<file path="src/rtl/fetch_pkg.sv">
// Shared types for the fetch front end.
// Assumes nothing beyond being compiled first.
package fetch_pkg;
    // Choice made each cycle for the program counter.
    typedef enum logic [1:0] {
        NPC_SEQ   = 2'd0,
        NPC_HOLD  = 2'd1,
        NPC_REDIR = 2'd2
    } npc_sel_e;
endpackage

</file>
<file path="src/rtl/fetch_npc_ctrl.sv">
// Next-PC control: picks redirect, hold or sequential advance.
// Assumes redirect_i is raised only for a resolved taken transfer.
module fetch_npc_ctrl
    import fetch_pkg::*;
(
    input  logic     stall_i,
    input  logic     redirect_i,
    output npc_sel_e sel_o
);
    // Priority: redirect first, then stall, otherwise advance.
    always_comb begin
        if (redirect_i)   sel_o = NPC_REDIR;
        else if (stall_i) sel_o = NPC_HOLD;
        else              sel_o = NPC_SEQ;
    end
endmodule

</file>
<file path="src/rtl/fetch_pc_reg.sv">
// Program counter register: loads the reset vector, steps, holds or
// takes a redirect target. Assumes targets are word-aligned.
module fetch_pc_reg
    import fetch_pkg::*;
#(
    parameter int              AW        = 32,
    parameter int              STEP      = 4,
    parameter logic [AW-1:0]   RESET_VEC = '0
) (
    input  logic          clk,
    input  logic          rst_n,
    input  npc_sel_e      sel_i,
    input  logic [AW-1:0] target_i,
    output logic [AW-1:0] pc_o
);
    localparam logic [AW-1:0] STEP_W = AW'(STEP);

    logic [AW-1:0] pc_q;

    // PC update with synchronous active-low reset.
    always_ff @(posedge clk) begin
        if (!rst_n) begin
            pc_q <= RESET_VEC;
        end else begin
            case (sel_i)
                NPC_SEQ:   pc_q <= pc_q + STEP_W;
                NPC_REDIR: pc_q <= target_i;
                default:   pc_q <= pc_q;
            endcase
        end
    end

    assign pc_o = pc_q;

    assert_pc_aligned_R1: assert property (@(posedge clk) disable iff (!rst_n)
        pc_q[1:0] == 2'b00);
    assert_seq_step_R2: assert property (@(posedge clk) disable iff (!rst_n)
        (sel_i == NPC_SEQ) |=> (pc_q == $past(pc_q) + STEP_W));
    assert_redirect_load_R4: assert property (@(posedge clk) disable iff (!rst_n)
        (sel_i == NPC_REDIR) |=> (pc_q == $past(target_i)));
    assert_stall_hold_R6: assert property (@(posedge clk) disable iff (!rst_n)
        (sel_i == NPC_HOLD) |=> $stable(pc_q));
    assert_reset_vec_R8: assert property (@(posedge clk)
        !rst_n |=> (pc_q == RESET_VEC));
endmodule

</file>
<file path="src/rtl/fetch_fd_reg.sv">
// Fetch/decode side register: valid bit and PC of the word that the
// memory's output register holds. Assumes a memory latency of one cycle.
module fetch_fd_reg
    import fetch_pkg::*;
#(
    parameter int            AW        = 32,
    parameter logic [AW-1:0] RESET_VEC = '0
) (
    input  logic          clk,
    input  logic          rst_n,
    input  npc_sel_e      sel_i,
    input  logic [AW-1:0] pc_i,
    output logic          valid_o,
    output logic [AW-1:0] pc_o
);
    logic          valid_q;
    logic [AW-1:0] pc_q;

    // Capture the issued PC, squash on redirect, hold on stall.
    always_ff @(posedge clk) begin
        if (!rst_n) begin
            valid_q <= 1'b0;
            pc_q    <= RESET_VEC;
        end else begin
            case (sel_i)
                NPC_SEQ: begin
                    valid_q <= 1'b1;
                    pc_q    <= pc_i;
                end
                NPC_REDIR: begin
                    valid_q <= 1'b0;
                    pc_q    <= pc_i;
                end
                default: begin
                    valid_q <= valid_q;
                    pc_q    <= pc_q;
                end
            endcase
        end
    end

    assign valid_o = valid_q;
    assign pc_o    = pc_q;

    assert_fd_follows_R3: assert property (@(posedge clk) disable iff (!rst_n)
        (sel_i == NPC_SEQ) |=> (valid_q && pc_q == $past(pc_i)));
    assert_squash_R5: assert property (@(posedge clk) disable iff (!rst_n)
        (sel_i == NPC_REDIR) |=> !valid_q);
    assert_fd_hold_R6: assert property (@(posedge clk) disable iff (!rst_n)
        (sel_i == NPC_HOLD) |=> ($stable(valid_q) && $stable(pc_q)));
    assert_reset_clear_R8: assert property (@(posedge clk)
        !rst_n |=> !valid_q);
endmodule

</file>
<file path="src/rtl/fetch_front.sv">
// Instruction fetch front end: PC, sequential advance, decode redirect,
// one-bubble squash and stall hold. Assumes a synchronous instruction
// memory that reads the presented address on every rising edge.
module fetch_front
    import fetch_pkg::*;
#(
    parameter int            AW        = 32,
    parameter int            ILEN      = 32,
    parameter logic [AW-1:0] RESET_VEC = 32'h0000_0100
) (
    input  logic            clk,
    input  logic            rst_n,
    input  logic            stall_i,
    input  logic            redirect_i,
    input  logic [AW-1:0]   redirect_target_i,
    output logic [AW-1:0]   imem_addr_o,
    input  logic [ILEN-1:0] imem_rdata_i,
    output logic            fd_valid_o,
    output logic [AW-1:0]   fd_pc_o,
    output logic [ILEN-1:0] fd_instr_o
);
    localparam int INSTR_BYTES = ILEN / 8;

    npc_sel_e      sel;
    logic [AW-1:0] pc;

    fetch_npc_ctrl u_ctrl (
        .stall_i    (stall_i),
        .redirect_i (redirect_i),
        .sel_o      (sel)
    );

    fetch_pc_reg #(
        .AW        (AW),
        .STEP      (INSTR_BYTES),
        .RESET_VEC (RESET_VEC)
    ) u_pc (
        .clk      (clk),
        .rst_n    (rst_n),
        .sel_i    (sel),
        .target_i (redirect_target_i),
        .pc_o     (pc)
    );

    fetch_fd_reg #(
        .AW        (AW),
        .RESET_VEC (RESET_VEC)
    ) u_fd (
        .clk     (clk),
        .rst_n   (rst_n),
        .sel_i   (sel),
        .pc_i    (pc),
        .valid_o (fd_valid_o),
        .pc_o    (fd_pc_o)
    );

    // While holding, re-read the word already in decode so it stays put.
    always_comb begin
        imem_addr_o = (sel == NPC_HOLD) ? fd_pc_o : pc;
    end

    assign fd_instr_o = imem_rdata_i;

    assert_redirect_wins_R7: assert property (@(posedge clk) disable iff (!rst_n)
        (stall_i && redirect_i) |=> (!fd_valid_o && imem_addr_o == $past(redirect_target_i)
                                     || stall_i));
    assert_stall_addr_R6: assert property (@(posedge clk) disable iff (!rst_n)
        (stall_i && !redirect_i) |-> (imem_addr_o == fd_pc_o));
endmodule

</file>
<file path="config.mk">
export PLATFORM = sky130hd
export DESIGN_NAME = fetch_front
export DESIGN_NICKNAME = d
export VERILOG_FILES = /design/src/rtl/fetch_pkg.sv /design/src/rtl/fetch_npc_ctrl.sv /design/src/rtl/fetch_pc_reg.sv /design/src/rtl/fetch_fd_reg.sv /design/src/rtl/fetch_front.sv
export SDC_FILE = /design/constraint.sdc
export NUM_CORES = 1
export LEC_CHECK = 0
export CORE_MARGIN = 10
export CORE_UTILIZATION = 38
export CTS_BUF_LIST = sky130_fd_sc_hd__clkbuf_8
export DETAILED_ROUTE_END_ITERATION = 8
export MAX_ROUTING_LAYER = met4
export PLACE_DENSITY = 0.78
export RECOVER_POWER = 100
export SYNTH_ARGS = -nofsm -noshare
export SYNTH_HDL_FRONTEND = slang
export SYNTH_SLANG_ARGS = --single-unit
</file>
<file path="constraint.sdc">
create_clock -name clk -period 1.95 [get_ports clk]
set_clock_uncertainty 0.15 [all_clocks]
set_input_delay 0.195 -clock clk [delete_from_list [all_inputs] [get_ports clk]]
set_output_delay 0.195 -clock clk [all_outputs]
set_load 0.02 [all_outputs]
</file>
## Word-level counts from Yosys, hierarchy flattened

Index checks and enable logic that the tools add are counted.

| word-level totals | value |
|---|---|
| logic and storage cells | 14 |
| memories kept | 0 |
| output and inout bits | 97 |
| bits in latches | 0 |
| flip-flop bits (word level) | 65 |
| bits of input ports | 68 |
| RAM bits | 0 |
| bits in read-only memories | 0 |

| operators by class | value |
|---|---|
| order comparisons | 0 |
| reductions and logical operators | 3 |
| div/mod/pow operators | 0 |
| shift-type cells | 0 |
| add/subtract/negate cells | 1 |
| eq/ne operators | 2 |
| bitwise operators | 0 |
| mux-type cells | 5 |
| multipliers | 0 |

Operators by type and width:

| cell | count |
|---|---|
| $pmux 32 s2 | 1 |
| $add 32x3->32 const B | 1 |
| $mux 32 | 1 |
| $eq 2x1->1 const B | 1 |
| $eq 2x2->1 const B | 1 |
| $logic_not 2->1 | 1 |
| $mux 2 | 1 |
| $pmux 1 s2 | 1 |
| $reduce_bool 2->1 | 1 |
| $reduce_or 2->1 | 1 |
| $mux 1 | 1 |

## Longest topological paths before layout

| logic depth | value |
|---|---|
| depth in word-level cells | 4 |
| gate-level depth with buffers | 7 |
| gate-level depth less buffers | 5 |

## Modules after synthesis

A second synthesis with hierarchy kept.

| unflattened totals | value |
|---|---|
| cell total of the unflattened synthesis | 432 |
| area total of the unflattened synthesis | 4081.4 µm² |

Modules (own cells, without submodules):

| module | cells an instance | times used | area an instance (µm²) | sequential area each (µm²) |
|---|---|---|---|---|
| fetch_pc_reg | 254 | 1 | 1983.2 | 640.6 |
| fetch_fd_reg | 107 | 1 | 1278.7 | 660.6 |
| fetch_front | 69 | 1 | 798.3 | 0.0 |
| fetch_npc_ctrl | 2 | 1 | 21.3 | 0.0 |

## Least setup slack after synthesis

No wires, ideal clock.

| timing | value |
|---|---|
| kind | register to register |
| start point | register u_pc.pc_q[2], in the netlist u_pc.pc_o[2] |
| end point | register u_pc.pc_q[30], in the netlist u_pc.pc_o[30] |
| clock period less this slack | 1.954 ns |
| buffers on the path | 0 |
| cell stages (with the launch flop) | 6 |
| library setup time | 0.074 ns |
| required time | 1.726 ns |
| path slack | -0.004 ns |
| arrival | 1.730 ns |
| cells stage by stage | dfxtp_1 ha_1 nand4b_4 or3_4 or4_1 a31oi_1 |

| on the way | value |
|---|---|
| longest elaborated chain between the ends | 2 |

RTL lines:

| element | line | text |
|---|---|---|
| start, declared | fetch_pc_reg.sv:18 | `logic [AW-1:0] pc_q;` |
| start signal, assigned | fetch_pc_reg.sv:26 | `NPC_SEQ: pc_q <= pc_q + STEP_W;` |
| start signal, assigned | fetch_pc_reg.sv:27 | `NPC_REDIR: pc_q <= target_i;` |
| start signal, assigned | fetch_pc_reg.sv:28 | `default: pc_q <= pc_q;` |
| $add 32x3->32 | fetch_pc_reg.sv:26 |  |
| $pmux 32 s2 | fetch_pc_reg.sv:25 | `case (sel_i)` |

Every way passes these cells.
A chain may end at the register's enable or synchronous reset.

## Worst setup path in the final report

| timing | value |
|---|---|
| start point | register u_pc.pc_q[16], in the netlist u_pc.pc_o[16] |
| end point | register u_pc.pc_q[30], in the netlist u_pc.pc_o[30] |

The elaborated chain is that of the path after synthesis.

==> impl_results.md <==
- Number of sinks driven by the clock tree: 65
- Antenna cell count: 0
- Timing-limited maximum frequency: 519 MHz
- Quantity of I/O buffers inserted on ports: 100
- Detail Route met2 WL: 5.05 mm
- Path depth of the worst reg2reg path: 4
- Number of enable-type register cells in the synthesized netlist: 0
- FF+latch count, synth: 65
- CTS H-tree lvls: 3
- Layout cell share with drive strength beyond 1: 21.5%
- Destination of the worst register-to-register timing path: u_pc.pc_o[30]$_SDFFE_PN0P_
- FFs w/ async S/R, synth: 0%
- Wire length of the first global-routing pass: 15.9 mm
- Outcome: finished clean
- Highest fanout seen on the critical path: 6
- CTS Hold Buffers Added: 0
- Final weighted congestion of routability-driven global placement: 0.765
- Type of destination of the critical path: register
- Final Hold Violating Endpoints: 0
- Final Slew Violations: 0
- CTS tree: done
- Count of different cell masters after synthesis: 46
- Core Box Area: 8590 µm²
- Via density per instance: 5.28
- Detailed-routing wirelength on met1: 4.17 mm
- Mean Syn Cell Area: 9.16 µm²
- Area Overhead vs Synth: 41.7%
- Most used flip-flop cell after synthesis: sky130_fd_sc_hd__dfxtp_1
- Worst slew margin relative to its limit: 78.1%
- Initial antenna violation count: 0
- Clock transition at the registers of the reported paths: 70 ps
- Later-pin clock latency in the skew report: 340 ps
- Minimum clock period after layout: 1930 ps
- RR Startpoint: u_pc.pc_o[16]$_SDFFE_PN0P_
- Buffer type at the clock tree root: sky130_fd_sc_hd__clkbuf_8
- Die height: 113 µm
- Number of inserted filler cells in the final layout: 777
- Number of buffers on the longest clock path: 2
- Worst vdd ir: 0.435 mV
- Count of final setup violators: 0
- Initial core utilization: 38.6%
- Mapped Nets: 431
- Hold/Removal Path Class: in2reg
- Vias in the first global route: 3104
- Number of remaining DRC errors: 0
- Via count: 3044
- Mapped cell area: 3310 µm²
- Area share of the leading cell type in the synthesized netlist: 39.3%
- Core Rows: 34
- Maximum number of pins on one net before global-route repair: 32
- Worst Setup Path Type: reg2reg
- CP Launch Point: u_pc.pc_o[16]$_SDFFE_PN0P_
- Start point of the worst min-delay path: stall_i
- WL final: 10.0 mm
- Library cell with the largest summed area after synthesis: sky130_fd_sc_hd__dfxtp_1
- Die width: 113 µm
- Dominant cell by count in the synthesized netlist: sky130_fd_sc_hd__dfxtp_1
- Power density of the placed cells: 687 nW/µm²
- Required time of the worst setup path: 2070 ps
- Crit path arrival time: 2050 ps
- Number of buffers created by CTS: 9
- Total area of sequential cells: 1300 µm²
- Area enclosed by the die boundary: 12900 µm²
- Register area share after synthesis: 39.3%
- Static leakage: 0.00197 µW
- Cells taking the most area after synthesis: sky130_fd_sc_hd__dfxtp_1 (39%), sky130_fd_sc_hd__mux2_2 (9.5%), sky130_fd_sc_hd__buf_4 (7.2%), sky130_fd_sc_hd__and2_1 (6.0%), sky130_fd_sc_hd__o21ai_0 (4.8%)
- Worst setup path end: u_pc.pc_o[30]$_SDFFE_PN0P_
- Fin nets: 533
- Maxcap violations: 0
- Kind of launch point of the worst setup path: register
- Ys Warns: 0
- Uppermost layer routed: met4
- Setup TNS: 0 ps
- Global-route usage over all layers: 15.6%
- Synthesized instance count: 362
- Wire length on met3: 745 µm
- Number of nets still failing antenna checks after routing: 0
- I/O pin cnt: 165
- Cell types with the highest counts after synthesis: sky130_fd_sc_hd__dfxtp_1 (65), sky130_fd_sc_hd__and2_1 (32), sky130_fd_sc_hd__buf_4 (32), sky130_fd_sc_hd__o21ai_0 (32), sky130_fd_sc_hd__mux2_2 (28)
- Pin slew with the least headroom to its limit: 326 ps
- Global-route congestion overflow total: 0
- Multi-input gate area in the final layout: 1680 µm²
- Final critical-path share of the clock period: 98.8%
- Initial DRT Pass Iterations: 4
- Sum of internal, switching and leakage power: 3230 µW
- Wire length per cell after detailed routing: 17.4 µm
- Post-DP HPWL: 7.41 mm
- Reg-to-reg setup timing slack: 20 ps
- DRC marker count from the first detailed-route iteration: 124
-- what timing repair did --
action	CTS	global route
cloned	2	0
resized for setup	54	11
pin swaps	1	2
buffers inserted	4	0
setup endpoints to repair	40	17
endpoints found under the hold margin	0	0
-- worst max-delay path: stages, from the launching register on --
cell and delay, ps:
sky130_fd_sc_hd__dfxtp_1 470, sky130_fd_sc_hd__nand4b_4 130, sky130_fd_sc_hd__or3_4 440, sky130_fd_sc_hd__or4_1 500, sky130_fd_sc_hd__a31oi_1 170
-- final cells by class --
cell class,instances,area share [%]
tap,108,2.88
inverter,7,0.559
clock inverter,6,1.09
timing repair buffer,145,29.0
sequential,65,27.8
clock buffer,10,2.93
multi-input combinational,236,35.8
-- layer usage --
metal  vias up  global-route usage, %
met4         0                   5.33
met5         -                      -
met1      1450                   17.5
li1       1477                      -
met2       106                   25.6
met3        11                   5.14
-- layout by cell type, fill, tap and decap left out, types with 5 or more instances in the layout --
cell type,count
sky130_fd_sc_hd__dfxtp_1,63
sky130_fd_sc_hd__dlygate4sd3_1,34
sky130_fd_sc_hd__buf_4,33
sky130_fd_sc_hd__o21ai_0,32
sky130_fd_sc_hd__clkdlybuf4s50_1,32
sky130_fd_sc_hd__dlygate4sd2_1,26
sky130_fd_sc_hd__mux2_2,25
sky130_fd_sc_hd__and2_1,23
sky130_fd_sc_hd__a31oi_1,15
sky130_fd_sc_hd__nand2_1,13
sky130_fd_sc_hd__nor2_1,13
sky130_fd_sc_hd__or4_1,12
sky130_fd_sc_hd__o31ai_1,11
sky130_fd_sc_hd__nand3_1,10
sky130_fd_sc_hd__clkbuf_8,10
sky130_fd_sc_hd__inv_1,9
sky130_fd_sc_hd__and2_0,9
sky130_fd_sc_hd__nand4_1,9
sky130_fd_sc_hd__a21oi_1,7
sky130_fd_sc_hd__xnor2_1,6
sky130_fd_sc_hd__or3_1,5
-- per-stage QoR --
stage | instances | hold slack, ps | setup slack, ps | utilization [%] | instance area [µm²]
CTS | 577 | 187 | 2.89 | 54.4 | 4670
floorplan | 362 | 182 | 4.64 | - | 3320
finish | 577 | 204 | 22.7 | 54.7 | 4700
detailed placement | 555 | 240 | -369 | 51.7 | 4440
global placement | 555 | 240 | -355 | 51.7 | 4440
global route | 577 | 226 | -4.15 | 54.7 | 4700
-- worst min path at each step --
stage                     slack (ps)                         to  cells past startpoint
after global placement           240             fd_instr_o[14]                      0
after CTS                        190  u_fd.valid_o$_SDFFE_PN0P_                      3
after floorplan                  180  u_pc.pc_o[8]$_SDFFE_PN1P_                      2
final                            200  u_fd.valid_o$_SDFFE_PN0P_                      3
after global routing             230  u_fd.valid_o$_SDFFE_PN0P_                      3
after detailed placement         240             fd_instr_o[14]                      0
-- report_power, final --
group	switching, µW	internal [µW]	leakage (µW)	total, µW
combinational	324	325	0.00133	650
clock	504	607	0.000110	1110
sequential	58.9	1410	0.000536	1470
total	888	2340	0.00197	3230
-- cells by family (layout without fill, tap and decap cells) --
family | after synthesis | count (layout) | share of synthesized area [%]
buf+inv | 62 | 168 | 11.6
xor+xnor | 10 | 10 | 2.64
mux | 32 | 32 | 10.7
compound gates | 74 | 74 | 13.3
flops | 65 | 65 | 39.3
simple gates | 118 | 119 | 22.0
fa+ha+maj | 1 | 1 | 0.377
-- registers in the layout, indices dropped and copies added (netlist names) --
signal / flops
u_pc.pc_o: 32
u_fd.pc_o: 32
u_fd.valid_o: 1
No activity file was read; power rests on OpenSTA's default activity.
